[src/rtl/exc_entry_pkg.sv]
package exc_entry_pkg;

    typedef enum logic [2:0] {
        EV_NONE = 3'd0,
        EV_MMU  = 3'd1,
        EV_HWX  = 3'd2,
        EV_HBRK = 3'd3,
        EV_SBRK = 3'd4,
        EV_IRQ  = 3'd5
    } ev_e;

    // status word bit positions
    localparam int ST_IE  = 1;
    localparam int ST_BIP = 3;
    localparam int ST_EIP = 9;
    localparam int ST_UM  = 11;
    localparam int ST_UMS = 12;
    localparam int ST_VM  = 13;
    localparam int ST_VMS = 14;

    // exception status: delay-slot marker
    localparam int XS_DS = 12;

    // vector offsets
    localparam int OFS_IRQ  = 'h10;
    localparam int OFS_HBRK = 'h18;
    localparam int OFS_EXC  = 'h20;

    // link register numbers
    localparam int LNK_IRQ  = 14;
    localparam int LNK_HBRK = 16;
    localparam int LNK_EXC  = 17;

endpackage

[src/rtl/exc_arbiter.sv]
module exc_arbiter
    import exc_entry_pkg::*;
(
    input  logic req_mmu,
    input  logic req_hwx,
    input  logic req_hbrk,
    input  logic req_sbrk,
    input  logic req_irq,
    input  logic cfg_exc_en,
    input  logic st_ie,
    input  logic st_eip,
    input  logic st_bip,
    input  logic in_dslot,
    input  logic in_imm,
    output ev_e  ev
);
    logic irq_ok;
    logic hwx_ok;

    assign irq_ok = req_irq && st_ie && !st_eip && !st_bip && !in_dslot && !in_imm;
    assign hwx_ok = req_hwx && cfg_exc_en;

    always_comb begin
        if (req_mmu)       ev = EV_MMU;
        else if (hwx_ok)   ev = EV_HWX;
        else if (req_hbrk) ev = EV_HBRK;
        else if (req_sbrk) ev = EV_SBRK;
        else if (irq_ok)   ev = EV_IRQ;
        else               ev = EV_NONE;
    end
endmodule

[src/rtl/exc_update.sv]
module exc_update
    import exc_entry_pkg::*;
#(
    parameter int XLEN = 32,
    parameter int LRW  = 5
) (
    input  ev_e              ev,
    input  logic [XLEN-1:0]  pc_in,
    input  logic [XLEN-1:0]  msr_in,
    input  logic [XLEN-1:0]  esr_in,
    input  logic [XLEN-1:0]  btarget_in,
    input  logic             in_dslot,
    input  logic             in_imm,
    input  logic             in_bimm,
    input  logic [XLEN-1:0]  base_vec,
    output logic [XLEN-1:0]  nxt_pc,
    output logic [XLEN-1:0]  nxt_msr,
    output logic [XLEN-1:0]  nxt_esr,
    output logic             upd_esr,
    output logic             upd_btr,
    output logic             nxt_lr_we,
    output logic [LRW-1:0]   nxt_lr_idx,
    output logic [XLEN-1:0]  nxt_lr_data
);
    logic [XLEN-1:0] mode_sh;
    logic [XLEN-1:0] fault_back;
    logic [XLEN-1:0] exc_esr;

    always_comb begin
        mode_sh         = msr_in;
        mode_sh[ST_VMS] = msr_in[ST_VM];
        mode_sh[ST_UMS] = msr_in[ST_UM];
        mode_sh[ST_VM]  = 1'b0;
        mode_sh[ST_UM]  = 1'b0;
    end

    always_comb begin
        if (in_dslot)    fault_back = in_bimm ? XLEN'(8) : XLEN'(4);
        else if (in_imm) fault_back = XLEN'(4);
        else             fault_back = '0;
    end

    always_comb begin
        exc_esr        = esr_in;
        exc_esr[XS_DS] = in_dslot;
    end

    always_comb begin
        nxt_pc      = pc_in;
        nxt_msr     = mode_sh;
        nxt_esr     = exc_esr;
        upd_esr     = 1'b0;
        upd_btr     = 1'b0;
        nxt_lr_we   = 1'b0;
        nxt_lr_idx  = '0;
        nxt_lr_data = '0;
        unique case (ev)
            EV_MMU: begin
                nxt_pc          = base_vec + XLEN'(OFS_EXC);
                nxt_msr[ST_EIP] = 1'b1;
                upd_esr         = 1'b1;
                upd_btr         = in_dslot;
                nxt_lr_we       = 1'b1;
                nxt_lr_idx      = LRW'(LNK_EXC);
                nxt_lr_data     = pc_in - fault_back;
            end
            EV_HWX: begin
                nxt_pc          = base_vec + XLEN'(OFS_EXC);
                nxt_msr[ST_EIP] = 1'b1;
                upd_esr         = 1'b1;
                upd_btr         = in_dslot;
                nxt_lr_we       = 1'b1;
                nxt_lr_idx      = LRW'(LNK_EXC);
                nxt_lr_data     = pc_in + XLEN'(4);
            end
            EV_HBRK: begin
                nxt_pc          = base_vec + XLEN'(OFS_HBRK);
                nxt_msr[ST_BIP] = 1'b1;
                nxt_lr_we       = 1'b1;
                nxt_lr_idx      = LRW'(LNK_HBRK);
                nxt_lr_data     = pc_in;
            end
            EV_SBRK: begin
                nxt_pc          = btarget_in;
                nxt_msr[ST_BIP] = 1'b1;
            end
            EV_IRQ: begin
                nxt_pc          = base_vec + XLEN'(OFS_IRQ);
                nxt_msr[ST_IE]  = 1'b0;
                nxt_lr_we       = 1'b1;
                nxt_lr_idx      = LRW'(LNK_IRQ);
                nxt_lr_data     = pc_in;
            end
            default: begin
                nxt_msr = msr_in;
            end
        endcase
    end
endmodule

[src/rtl/exc_entry_ctrl.sv]
module exc_entry_ctrl
    import exc_entry_pkg::*;
#(
    parameter int XLEN = 32,
    parameter int LRW  = 5
) (
    input  logic             clk,
    input  logic             rst,
    input  logic             take,
    input  logic             cfg_exc_en,
    input  logic             req_mmu,
    input  logic             req_hwx,
    input  logic             req_hbrk,
    input  logic             req_sbrk,
    input  logic             req_irq,
    input  logic [XLEN-1:0]  pc_in,
    input  logic [XLEN-1:0]  msr_in,
    input  logic [XLEN-1:0]  esr_in,
    input  logic [XLEN-1:0]  btarget_in,
    input  logic             in_dslot,
    input  logic             in_imm,
    input  logic             in_bimm,
    input  logic [XLEN-1:0]  base_vec,
    output logic [XLEN-1:0]  pc_q,
    output logic [XLEN-1:0]  msr_q,
    output logic [XLEN-1:0]  esr_q,
    output logic [XLEN-1:0]  btr_q,
    output logic             lr_we,
    output logic [LRW-1:0]   lr_idx,
    output logic [XLEN-1:0]  lr_data,
    output logic             taken_q,
    output logic [2:0]       ev_q
);
    ev_e             ev;
    logic            accept;
    logic [XLEN-1:0] nxt_pc;
    logic [XLEN-1:0] nxt_msr;
    logic [XLEN-1:0] nxt_esr;
    logic            upd_esr;
    logic            upd_btr;
    logic            nxt_lr_we;
    logic [LRW-1:0]  nxt_lr_idx;
    logic [XLEN-1:0] nxt_lr_data;

    exc_arbiter u_arb (
        .req_mmu    (req_mmu),
        .req_hwx    (req_hwx),
        .req_hbrk   (req_hbrk),
        .req_sbrk   (req_sbrk),
        .req_irq    (req_irq),
        .cfg_exc_en (cfg_exc_en),
        .st_ie      (msr_in[ST_IE]),
        .st_eip     (msr_in[ST_EIP]),
        .st_bip     (msr_in[ST_BIP]),
        .in_dslot   (in_dslot),
        .in_imm     (in_imm),
        .ev         (ev)
    );

    exc_update #(.XLEN(XLEN), .LRW(LRW)) u_upd (
        .ev          (ev),
        .pc_in       (pc_in),
        .msr_in      (msr_in),
        .esr_in      (esr_in),
        .btarget_in  (btarget_in),
        .in_dslot    (in_dslot),
        .in_imm      (in_imm),
        .in_bimm     (in_bimm),
        .base_vec    (base_vec),
        .nxt_pc      (nxt_pc),
        .nxt_msr     (nxt_msr),
        .nxt_esr     (nxt_esr),
        .upd_esr     (upd_esr),
        .upd_btr     (upd_btr),
        .nxt_lr_we   (nxt_lr_we),
        .nxt_lr_idx  (nxt_lr_idx),
        .nxt_lr_data (nxt_lr_data)
    );

    assign accept = take && (ev != EV_NONE);

    always_ff @(posedge clk) begin
        if (rst) begin
            pc_q    <= base_vec;
            msr_q   <= '0;
            esr_q   <= '0;
            btr_q   <= '0;
            lr_we   <= 1'b0;
            lr_idx  <= '0;
            lr_data <= '0;
            taken_q <= 1'b0;
            ev_q    <= EV_NONE;
        end else begin
            lr_we   <= accept && nxt_lr_we;
            taken_q <= accept;
            ev_q    <= accept ? ev : EV_NONE;
            if (accept) begin
                pc_q    <= nxt_pc;
                msr_q   <= nxt_msr;
                lr_idx  <= nxt_lr_idx;
                lr_data <= nxt_lr_data;
                if (upd_esr) esr_q <= nxt_esr;
                if (upd_btr) btr_q <= btarget_in;
            end
        end
    end


    hold_idle_chk: assert property (@(posedge clk) disable iff (rst)
        (!take) |=> ($stable(pc_q) && $stable(msr_q) && !taken_q && !lr_we));


    prio_mmu_chk: assert property (@(posedge clk) disable iff (rst)
        (take && req_mmu) |=> (ev_q == EV_MMU));


    irq_gate_chk: assert property (@(posedge clk) disable iff (rst)
        (take && (!msr_in[ST_IE] || in_dslot || in_imm)) |=> (ev_q != EV_IRQ));


    mode_shift_chk: assert property (@(posedge clk) disable iff (rst)
        (take && ev != EV_NONE) |=>
            (msr_q[ST_VMS] == $past(msr_in[ST_VM]) && msr_q[ST_UMS] == $past(msr_in[ST_UM])
             && !msr_q[ST_VM] && !msr_q[ST_UM]));


    hwx_off_chk: assert property (@(posedge clk) disable iff (rst)
        (take && req_hwx && !cfg_exc_en && !req_mmu && !req_hbrk && !req_sbrk && !req_irq)
            |=> !taken_q);


    pulse_chk: assert property (@(posedge clk) disable iff (rst)
        taken_q |-> (ev_q != EV_NONE));
endmodule

[config.mk]
export PLATFORM = sky130hd
export DESIGN_NAME = exc_entry_ctrl
export DESIGN_NICKNAME = d
export VERILOG_FILES = /design/src/rtl/exc_entry_pkg.sv /design/src/rtl/exc_arbiter.sv /design/src/rtl/exc_update.sv /design/src/rtl/exc_entry_ctrl.sv
export SDC_FILE = /design/constraint.sdc
export NUM_CORES = 1
export LEC_CHECK = 0
export BUFFER_PORTS_ARGS = -buffer_cell sky130_fd_sc_hd__buf_2
export CAP_MARGIN = 20
export CORE_ASPECT_RATIO = 1.25
export CORE_MARGIN = 1
export CORE_UTILIZATION = 40
export CTS_CLUSTER_DIAMETER = 150
export CTS_CLUSTER_SIZE = 25
export DETAILED_ROUTE_END_ITERATION = 10
export HOLD_SLACK_MARGIN = 0.08
export PLACE_DENSITY = 0.68
export SETUP_SLACK_MARGIN = 0.05
export SKIP_LAST_GASP = 1
export SLEW_MARGIN = 30
export SYNTH_ARGS = -nofsm -noshare
export SYNTH_HDL_FRONTEND = slang
export SYNTH_HIERARCHICAL = 1
export SYNTH_SLANG_ARGS = --single-unit
[constraint.sdc]
create_clock -name clk -period 5.32 [get_ports clk]
set_clock_uncertainty 0.15 [all_clocks]
set_input_delay 1.33 -clock clk [delete_from_list [all_inputs] [get_ports clk]]
set_output_delay 1.33 -clock clk [all_outputs]
set_load 0.01 [all_outputs]
# == After elaboration in Yosys (flattened, before gate mapping) ==
# Cells that the tools add are included.
# W data, S select, Z words.
# classes
add_sub_neg,5
multipliers,0
div_mod_pow,0
n_lt_le_gt_ge,0
eq_ne,5
shift,0
n_mux,20
n_bitwise,1
n_reduce_logical,22
# op_table
op,count
$pmux W32 S4,1
$mux W32,3
$pmux W32 S3,1
$add A32 B5 Y32 const B,2
$add A32 B3 Y32 const B,1
$add A32 B6 Y32 const B,1
$sub A32 B32 Y32,1
$mux W3,6
$pmux W5 S3,1
$logic_and A1 B1 Y1,8
$reduce_or A2 Y1,4
$eq A3 B2 Y1 const B,2
$eq A3 B3 Y1 const B,2
$mux W1,6
$mux W5,1
$reduce_or A5 Y1,1
$logic_not A1 Y1,4
$mux W4,1
$reduce_and A2 Y1,2
$reduce_or A4 Y1,1
$eq A3 B1 Y1 const B,1
$reduce_bool A3 Y1,1
$reduce_bool A2 Y1,1
$not A1 Y1,1
# totals
register_bits,170
latchBits,0
ramBits,0
mem_bits_ro,0
output_inout_bits,170
mem_count,0

# == Depth between registers and ports, before layout ==
# Gate-level depths: netlist of run 1.
# depth
word_depth,15
ltp_mapped,17
mapped_depth_nobuf,15

# == Modules after synthesis ==
# Netlist of run 1, hierarchy kept.
# modules_own_cells
module,n_inst,cells_per_inst,area_per_inst_um2
exc_entry_ctrl,1,514,5781.8
exc_update,1,768,4488.1
exc_arbiter,1,9,62.6

# == Worst setup path after synthesis of run 1 ==
# No wires, ideal clock.
# synth_path
path_type,in2reg
start,in in_dslot
end,reg lr_data[31]
arrival_ps,4817
t_required_ps,5053
path_slack_ps,236
cell_stages,17
n_path_buf,3
cell_sequence,nand4bb_1 > nor3_2 > a221o_1 > or3b_1 > buf_2 > nand2_2 > inv_2 > buf_2 > buf_2 > ha_1 > a21oi_1 > nand4_1 > o21a_1 > or3_1 > a31oi_1 > o21bai_1 > a22o_1
# synth_between
elab_chain_cells,11
word_cells_on_any_way,18
# synth_rtl
item,line_no,text
start: declaration,exc_entry_ctrl.sv:20,"input logic in_dslot,"
$logic_not A1 Y1 (*),exc_arbiter.sv:20,assign irq_ok = req_irq && st_ie && !st_eip && !st_bip && !in_dslot && !in_imm;
$logic_and A1 B1 Y1 (*) (2 in a row),exc_arbiter.sv:20,
$mux W3 (*),exc_arbiter.sv:28,else if (irq_ok) ev = EV_IRQ;
$mux W3 (*),exc_arbiter.sv:27,else if (req_sbrk) ev = EV_SBRK;
$mux W3 (*),exc_arbiter.sv:26,else if (req_hbrk) ev = EV_HBRK;
$mux W3 (*),exc_arbiter.sv:25,else if (hwx_ok) ev = EV_HWX;
$mux W3 (*),exc_arbiter.sv:24,if (req_mmu) ev = EV_MMU;
via ev[0],exc_entry_ctrl.sv:34,ev_e ev;
$eq A3 B2 Y1 or $eq A3 B3 Y1 (tied branches),exc_update.sv:57,unique case (ev)
$reduce_or A2 Y1 (no line),-,
$pmux W32 S3 (*),exc_update.sv:57,
via nxt_lr_data[31],exc_entry_ctrl.sv:43,logic [XLEN-1:0] nxt_lr_data;
end signal: assignment,exc_entry_ctrl.sv:101,lr_data <= nxt_lr_data;
end: declaration,exc_entry_ctrl.sv:30,"output logic [XLEN-1:0] lr_data,"
# Mark *: on every way through the listed nets, which the timed path passes. The rest lies on a longest branch.
# A chain may end at the register's enable or synchronous reset.

# == Final worst setup path of run 1 ==
# layout_path
start,in in_dslot
end,reg lr_data[24]
# The elaborated chain is that of the path after synthesis.

==> key figures, run 1 <==
Run status
  – Status: completed

Floorplanning
  – Row Count: 65
  – Starting Density: 0.409
  – DIE HEIGHT: 182 um
  – Die area: 26500 um^2
  – Core Box Area: 25300 um^2
  – IO Count: 342
  – DIE WIDTH: 146 um

Synth
  – Cell taking the most area after synthesis: dfxtp_1
  – Synth warnings: 6
  – Synthesized area: 10300 um^2
  – Ys flop type: dfxtp_1
  – Post-synthesis register bit count: between 150 and 200
  – Sequential-to-total area share from yosys stat: 0.360
  – Post-synth ARST share: 0
  – Mapped Cells: around 1300
  – Top cells by area, synth: dfxtp_1 (27%), edfxtp_1 (9.3%), nand2_1 (7.4%), a21oi_1 (6.1%), a22o_1 (6.0%)
  – Synth unique cells: 80
  – Syn_nets: 1471
  – Post-synth EDFFs: 32
  – Post-synth top area share: 0.267
  – Mean Syn Cell Area: 8.00 um^2

STA
  – Worst Max-Slew Pin Slew: between 0.9 and 1 ns
  – WHS: 0.304 ns
  – Max-slew violation count: 0
  – Endpoints failing hold: 0
  – Final period util: 0.886
  – FMAX: between 200 and 250 MHz
  – Final Setup Violations: 0
  – Worst slew margin: 0.373
  – Min Tclk post-route: 4.71 ns
  – RSZ-0062 raised after global routing: false
  – Setup TNS Final: 0 ns

Setup path
  – Crit-path max FO: 6
  – CP cell instances: buf_2, nand4bb_1, nor3_2, a221o_1, or3b_1, o21ai_0, ha_1, inv_1, fa_1, or4_1, nor4_1, o22ai_1, a21o_1, a21o_1, a22o_1
  – Setup slack, reg-to-reg: 4.50 ns
  – Crit-path leading delay family: simple AND/OR/NAND/NOR gates
  – Delay of the slowest cell on the worst path: 0.67 ns
  – CP Buf/Inv Count: 2
  – Cell mode on critical path: a21o_1
  – Setup crit end kind: register
  – Setup CP Type: input port to register
  – Worst path slowest cell: or4_1
  – Critical path data arrival time: 4.90 ns
  – Critical Path RT: 5.51 ns
  – Startpoint Class: input port

Routing
  – DRC errors left: 0
  – Vias post-DR: 11000
  – Pre-antenna DRT Iters: 5
  – Final ANT Viol Nets: 0
  – Initial DRC Count: 1277
  – Routed len/inst: about 21 um
  – WL final: 39.4 mm
  – Vias/cell: 5.92

Power
  – Pleak: 0.00535 uW
  – Pwr/cell area: 285 nW/um^2
  – Worst vdd ir: 0.191 mV
  – Pwr Total: 3540 uW

Clock network
  – Clock sink count: 170
  – Reg clk slew, reported paths: 0.08 ns
  – CTS Buffer Depth: 2
  – H-tree levels: 4
  – Root buffer cell: clkbuf_16
  – Clk_lat worst skew: 0.44 ns
  – Number of CTS-inserted buffers: 17
  – TritonCTS clock tree: built
  – Post-CTS Resized: 0
  – Hold bufs inserted after CTS: 0
  – Setup Buffers After CTS: 0

Cells and area
  – Fin area: 12400 um^2
  – Final net count: 1694
  – Most common cell after layout, fill and taps aside: buf_2
  – Share of cells above drive strength 1: 0.301
  – Area grow syn2layout: 20.2%
  – Fin util: 0.491
  – Most frequent cells in the layout: buf_2 (339), nand2_1 (205), dfxtp_1 (138)

Global route
  – Global-route wire length before repair: 59.8 mm
  – Via count of the first global-routing pass: 10100
  – GRT Residual Overflow: 0
  – GRT Overall Usage: 0.290
  – Antenna violations before repair: 2
  – Largest net degree at the start of global routing: 99

Placed design
  – Port buffer count: 340
  – Gpl congestion: 0.941
  – DP HPWL: 28.7 mm
  – Placed Instance Area: approximately 12000 um^2

Run
  – Max cap viols: 0

Hold path
  – Tightest Hold Check Type: register to register
==> cells by family after synthesis <==
kind of cell | share of synthesized area
fa+ha+maj | 0.0104
buf+inv | 0.101
flops | 0.360
mux | 0.0450
xor+xnor | 0.0110
compound gates | 0.252
simple gates | 0.221
==> path summary, 6_finish.rpt <==
| kind | startpoint | endpoint | cells after the start |
|---|---|---|---|
| worst max-delay path | in_dslot | lr_data[24] | 15 |
| worst min-delay path | esr_q[10] | esr_q[10] | 2 |
| worst max register to register | esr_q[16] | esr_q[16] | 2 |
| worst min register to register | esr_q[10] | esr_q[10] | 2 |
==> through the flow <==
step | setup WS (ns) | std cells
floorplan | 0.236 | 1291
global placement | 0.194 | 1828
detailed placement | 0.148 | 1830
CTS | 0.627 | 1862
global route | 0.442 | 1864
finish | 0.606 | 1866
==> synth_stat cells (10+ instances only) <==
cell and number:
nand3_1 31, nand4_1 24, and2_1 11, mux2_2 36, inv_1 30, o22ai_1 10, buf_2 25, nand2_1 205
a211oi_1 10, a21o_1 13, dfxtp_1 138, nor2_1 76, nor3_1 28, edfxtp_1 32, clkbuf_1 64, and3_1 15
o21ai_0 44, nor4_1 24, buf_4 67, a31oi_1 30, a22o_1 71, a21oi_1 126
==> state kept, by name, indices dropped and copies added (netlist names) <==
| name | flops |
|---|---|
| ev_q | 3 |
| esr_q | 32 |
| btr_q | 32 |
| msr_q | 32 |
| lr_we | 1 |
| lr_data | 32 |
| pc_q | 32 |
| lr_idx | 5 |
| taken_q | 1 |
==> power by group <==
part / internal [uW] / switching [uW]
clock network: 689 / 611
logic: 298 / 485
registers: 1420 / 45.5
total: 2400 / 1140
==> tightest hold or removal path, stage by stage (launching register included) <==
cell and delay [ns]:
dfxtp_1 0.31, nand2_1 0.05, a21oi_1 0.05
==> metal layers <==
metal / track usage / wire length [um] / up-vias
li1: - / - / 5120
met1: 0.382 / 16300 / 5237
met4: 0.106 / 1020 / 0
met2: 0.478 / 18800 / 613
met3: 0.0472 / 3290 / 72
met5: 0 / 0 / -
==> area by class of cell <==
class / count / area, um^2
Inverter: 33 / 124
Fill cell: 2518 / 12900
Sequential cell: 170 / 3720
Antenna cell: 4 / 10.0
Timing Repair Buffer: 368 / 1930
Tap cell: 335 / 419
Multi-Input combinational cell: 924 / 5610
Clock buffer: 20 / 489
Clock inverter: 12 / 115
Power figures use the tool's default switching activity.
==> run 2: changes to the inputs <==
--- a/config.mk
+++ b/config.mk
@@ -9,12 +9,12 @@
 export CAP_MARGIN = 20
 export CORE_ASPECT_RATIO = 1.25
 export CORE_MARGIN = 1
-export CORE_UTILIZATION = 40
+export CORE_UTILIZATION = 47
 export CTS_CLUSTER_DIAMETER = 150
 export CTS_CLUSTER_SIZE = 25
 export DETAILED_ROUTE_END_ITERATION = 10
 export HOLD_SLACK_MARGIN = 0.08
-export PLACE_DENSITY = 0.68
+export PLACE_DENSITY = 0.78
 export SETUP_SLACK_MARGIN = 0.05
 export SKIP_LAST_GASP = 1
 export SLEW_MARGIN = 30
==> key figures, run 2 (synthesized netlist as in run 1, its figures left out) <==
Clock network
  – Root buffer cell: clkbuf_16
  – Clock sink count: 170 (unchanged)
  – Number of CTS-inserted buffers: 17 (unchanged)
  – Reg clk slew, reported paths: 0.08 ns (about the same)
  – Hold bufs inserted after CTS: 0 (unchanged)
  – CTS Buffer Depth: 2 (unchanged)
  – Clk_lat worst skew: 0.43 ns (about the same)
  – Setup Buffers After CTS: 0 (unchanged)
  – TritonCTS clock tree: built
  – Post-CTS Resized: 0 (unchanged)
  – H-tree levels: 4 (unchanged)

Setup path
  – Critical Path RT: 5.49 ns (-0.02 ns)
  – Cell mode on critical path: a21o_1
  – Critical path data arrival time: 4.88 ns (-0.02 ns)
  – Setup crit end kind: register
  – CP cell instances: buf_2, nand4bb_1, nor3_2, a221o_1, or3b_1, o21ai_0, ha_1, inv_1, fa_1, or4_1, nor4_1, o22ai_1, a21o_1, a21o_1, a22o_1
  – Setup CP Type: input port to register
  – Delay of the slowest cell on the worst path: 0.68 ns (about the same)
  – Startpoint Class: input port
  – Crit-path max FO: 6 (unchanged)
  – Worst path slowest cell: or4_1

Power
  – Pwr/cell area: 282 nW/um^2 (-1.3%)
  – Worst vdd ir: 0.212 mV (+11%)
  – Pleak: 0.00537 uW (+0.22%)

Routing
  – Vias post-DR: 11000 (-0.28%)
  – Vias/cell: 6.07 (+2.5%)
  – Routed len/inst: 20.7 um (-2.2%)
  – Pre-antenna DRT Iters: 6 (+1)
  – Final ANT Viol Nets: 0 (unchanged)
  – WL final: 37.5 mm (-4.9%)
  – DRC errors left: 0 (unchanged)
  – Initial DRC Count: 1191 (-6.7%)

Cells and area
  – Final net count: 1700 (+0.35%)
  – Most frequent cells in the layout: buf_2 (339), nand2_1 (205), dfxtp_1 (138)
  – Share of cells above drive strength 1: 0.303 (+0.00143)
  – Area grow syn2layout: 19.5%
  – Fin util: 0.573 (+0.0822)
  – Most common cell after layout, fill and taps aside: buf_2

STA
  – Final period util: 0.885 (-0.000944)
  – Min Tclk post-route: 4.71 ns (-0.00502 ns)
  – FMAX: 212 MHz (+0.11%)
  – Worst Max-Slew Pin Slew: 0.938 ns (+0.00778 ns)
  – Worst slew margin: 0.375 (+0.00137)
  – Endpoints failing hold: 0 (unchanged)
  – Max-slew violation count: 0 (unchanged)
  – Setup TNS Final: 0 ns (unchanged)
  – Final Setup Violations: 0 (unchanged)
  – RSZ-0062 raised after global routing: false

Floorplanning
  – IO Count: 342 (unchanged)
  – Die area: 22600 um^2 (-15%)
  – Row Count: 60 (-7.7%)
  – Core Box Area: 21500 um^2 (-15%)
  – DIE HEIGHT: 168 um (-7.7%)
  – Starting Density: 0.480 (+0.0711)
  – DIE WIDTH: 135 um (-7.6%)

Global route
  – Antenna violations before repair: 3 (+1)
  – Via count of the first global-routing pass: 10100 (+0.49%)
  – Largest net degree at the start of global routing: 75 (-24%)
  – GRT Residual Overflow: 0 (unchanged)
  – Global-route wire length before repair: 56.2 mm (-6.0%)
  – GRT Overall Usage: 0.321 (+0.0303)

Run status
  – Status: completed

Run
  – Max cap viols: 0 (unchanged)

Placed design
  – Gpl congestion: 0.965 (+2.5%)
  – Port buffer count: 340 (unchanged)
  – DP HPWL: 27.7 mm (-3.5%)

Hold path
  – Tightest Hold Check Type: register to register
run 2: changes by cell type in the layout (fill, tap and decap cells not counted), moves of 2 or more:
cell | before | now
clkinv_4 | 0 | 3
buf_4 | 26 | 35
clkinv_8 | 1 | 3
inv_6 | 4 | 2
clkbuf_16 | 19 | 17
buf_6 | 2 | 0
run 2: routing by layer:
| metal | vias up | track usage | wire [um] |
|---|---|---|---|
| met4 | 0 | 0.158 | 1590 |
| met1 | 5165 | 0.398 | 15000 |
| met5 | - | 0 | 0 |
| met3 | 114 | 0.0678 | 3060 |
| li1 | 5130 | - | - |
| met2 | 602 | 0.526 | 17800 |
run 2: worst max-delay path: cells and delay by family:
| kind | cells | cell delay [ns] |
|---|---|---|
| AOI/OAI and AO/OA | 6 | 1.11 |
| adders and majority gates | 2 | 0.59 |
| buffers and inverters | 2 | 0.24 |
| and+or+nand+nor | 5 | 1.61 |
run 2: final cells by class:
cell class                 instances  area (um^2)
timing repair buffer             374         1960
fill                            1975         9200
inverter                          33          124
tap                              279          349
clock buffer                      18          429
multi-input combinational        924         5610
sequential                       170         3720
antenna                            3         7.51
clock inverter                    14          150
run 2: final timing paths:
kind	from	end	slack, ns	depth (start not counted)
worst max-delay path	in_dslot	lr_data[24]	0.61	15
worst min-delay path	esr_q[8]	esr_q[8]	0.30	2
worst max register to register	esr_q[15]	esr_q[15]	4.52	2
worst min register to register	esr_q[8]	esr_q[8]	0.30	2
run 2: power breakdown:
part	total, uW	internal [uW]	switching (uW)
combinational	778	299	479
sequential	1460	1410	42.4
clock	1240	629	613
total	3480	2340	1140
run 2: through the flow:
step | area [um^2] | total power [uW] | hold WS, ns | setup WS (ns) | cells
global placement | 11800 | 2230 | 0.288 | 0.248 | 1780
CTS | 12300 | 3480 | 0.303 | 0.666 | 1812
finish | 12400 | 3480 | 0.302 | 0.611 | 1815
detailed placement | 11800 | 2250 | 0.293 | 0.222 | 1780
global route | 12400 | 3610 | 0.320 | 0.495 | 1815
floorplan | 10300 | 1960 | 0.331 | 0.236 | 1291
==> run 3: changes to the inputs <==
--- a/config.mk
+++ b/config.mk
@@ -7,7 +7,6 @@
 export LEC_CHECK = 0
 export BUFFER_PORTS_ARGS = -buffer_cell sky130_fd_sc_hd__buf_2
 export CAP_MARGIN = 20
-export CORE_ASPECT_RATIO = 1.25
 export CORE_MARGIN = 1
 export CORE_UTILIZATION = 47
 export CTS_CLUSTER_DIAMETER = 150
==> key figures, run 3 (synthesized netlist as in run 1, its figures left out) <==
Global route
  – GRT Residual Overflow: 0 (unchanged)
  – GR Util met3: 0.0730 (+0.00528)
  – GR Layer Usage met1: 0.417 (+0.0197)
  – GRT Overall Usage: 0.305 (-0.0159)
  – Largest net degree at the start of global routing: 75 (unchanged)
  – Global-route wire length before repair: 53.8 mm (-4.2%)
  – Met2 Use GR: 0.468 (-0.0576)
  – Most Crowded Layer GR: met2
  – Antenna violations before repair: 1 (-2)
  – Via count of the first global-routing pass: 9929 (-2.0%)

Run
  – Max cap viols: 0 (unchanged)

STA
  – FMAX: 215 MHz (+1.4%)
  – Worst Max-Slew Pin Slew: 0.933 ns (-0.00500 ns)
  – Setup TNS Final: 0 ns (unchanged)
  – Min Tclk post-route: 4.64 ns (-0.0652 ns)
  – Max-slew violation count: 0 (unchanged)
  – Final period util: 0.873 (-0.0123)
  – WHS: 0.303 ns (+0.000944 ns)
  – Final Setup Violations: 0 (unchanged)
  – Endpoints failing hold: 0 (unchanged)
  – Worst slew margin: 0.377 (+0.00183)
  – RSZ-0062 raised after global routing: false

Power
  – Pwr Total: 3510 uW (+1.1%)
  – Worst vdd ir: 0.211 mV (about the same)
  – Pleak: 0.00535 uW (-0.36%)
  – Pwr/cell area: 285 nW/um^2 (+1.2%)

Clock network
  – Clock sink count: 170 (unchanged)
  – TritonCTS clock tree: built
  – Setup Buffers After CTS: 0 (unchanged)
  – Clk_lat worst skew: 0.43 ns (about the same)
  – Root buffer cell: clkbuf_16
  – Number of CTS-inserted buffers: 17 (unchanged)
  – H-tree levels: 4 (unchanged)
  – Reg clk slew, reported paths: 0.07 ns (about the same)
  – CTS Buffer Depth: 2 (unchanged)
  – Post-CTS Resized: 0 (unchanged)
  – Hold bufs inserted after CTS: 0 (unchanged)

Placed design
  – Gpl congestion: 0.931 (-3.5%)
  – Placed Instance Area: 11700 um^2 (-0.37%)
  – DP HPWL: 26.0 mm (-6.1%)
  – Port buffer count: 340 (unchanged)

Cells and area
  – Filler Cell Count: 1982 (+0.35%)
  – Fin util: 0.579 (+0.00592)
  – Share of cells above drive strength 1: 0.301 (-0.00209)
  – Most common cell after layout, fill and taps aside: buf_2
  – Area grow syn2layout: 19.3%
  – Final net count: 1694 (-0.35%)
  – Most frequent cells in the layout: buf_2 (339), nand2_1 (205), dfxtp_1 (138)
  – Fin area: 12300 um^2 (-0.18%)

Setup path
  – Startpoint Class: input port
  – Critical path data arrival time: 4.82 ns (-0.06 ns)
  – Crit-path max FO: 6 (unchanged)
  – Cell mode on critical path: a21o_1
  – CP cell instances: buf_2, nand4bb_1, nor3_2, a221o_1, or3b_1, o21ai_0, ha_1, inv_1, fa_1, or4_1, nor4_1, o22ai_1, a21o_1, a21o_1, a22o_1
  – Critical Path RT: 5.50 ns (about the same)
  – Delay of the slowest cell on the worst path: 0.67 ns (about the same)
  – Worst path slowest cell: or4_1
  – Setup CP Type: input port to register
  – Reg2reg path depth: 1 (-1)
  – Setup crit end kind: register

Hold path
  – Hold Path Depth: 2 (unchanged)
  – Tightest Hold Check Type: register to register

Floorplanning
  – DIE HEIGHT: 150 um (-10%)
  – Row Count: 53 (-12%)
  – IO Count: 342 (unchanged)
  – DIE WIDTH: 150 um (+12%)
  – Core Box Area: 21300 um^2 (-1.2%)
  – Die area: 22600 um^2 (about the same)
  – Starting Density: 0.485 (+0.00583)

Routing
  – Vias/cell: 6.07 (about the same)
  – Pre-antenna DRT Iters: 8 (+2)
  – Initial DRC Count: 1412 (+19%)
  – Vias post-DR: 10900 (-0.64%)
  – WL final: 35.5 mm (-5.2%)
  – DRC errors left: 0 (unchanged)
  – Final ANT Viol Nets: 0 (unchanged)
  – Routed len/inst: 19.7 um (-4.6%)

Run status
  – Status: completed
[run 3: power breakdown]
part	switching, uW	internal (uW)
Combinational	468	296
Clock	618	677
Sequential	40.4	1410
Total	1130	2390
[run 3: cell type report]
type | count | area [um^2] | share of cell area
clock inverter | 14 | 176 | 0.0143
sequential | 170 | 3720 | 0.302
tap | 275 | 344 | 0.0279
clock buffer | 18 | 429 | 0.0348
inverter | 33 | 124 | 0.0100
timing repair buffer | 368 | 1920 | 0.156
multi-input combinational | 924 | 5610 | 0.455
antenna | 1 | 2.50 | 0.000203
[run 3: path summary, 6_finish.rpt]
kind	from	to	slack (ns)
worst max-delay path	in_dslot	lr_data[24]	0.68
worst min register to register	esr_q[27]	esr_q[27]	0.30
worst min-delay path	esr_q[27]	esr_q[27]	0.30
worst max register to register	lr_data[1]	lr_data[1]	4.51
[run 3: critical path, delay by kind of cell]
family / cells / cell delay (ns)
buf+inv: 2 / 0.21
simple gates: 5 / 1.54
fa+ha+maj: 2 / 0.60
compound gates: 6 / 1.12
[run 3: metal layers]
layer / vias up / share of wire / routed length, um
met5: - / 0 / 0
met4: 0 / 0.022 / 771
met3: 71 / 0.099 / 3520
met2: 625 / 0.46 / 16200
met1: 5135 / 0.42 / 15000
li1: 5110 / - / -
[run 3: stage by stage]
stage / instances / worst slack [ns]
after floorplan: 1291 / 0.236
after global placement: 1769 / 0.282
after detailed placement: 1770 / 0.231
after CTS: 1802 / 0.691
after global routing: 1803 / 0.470
final: 1803 / 0.676
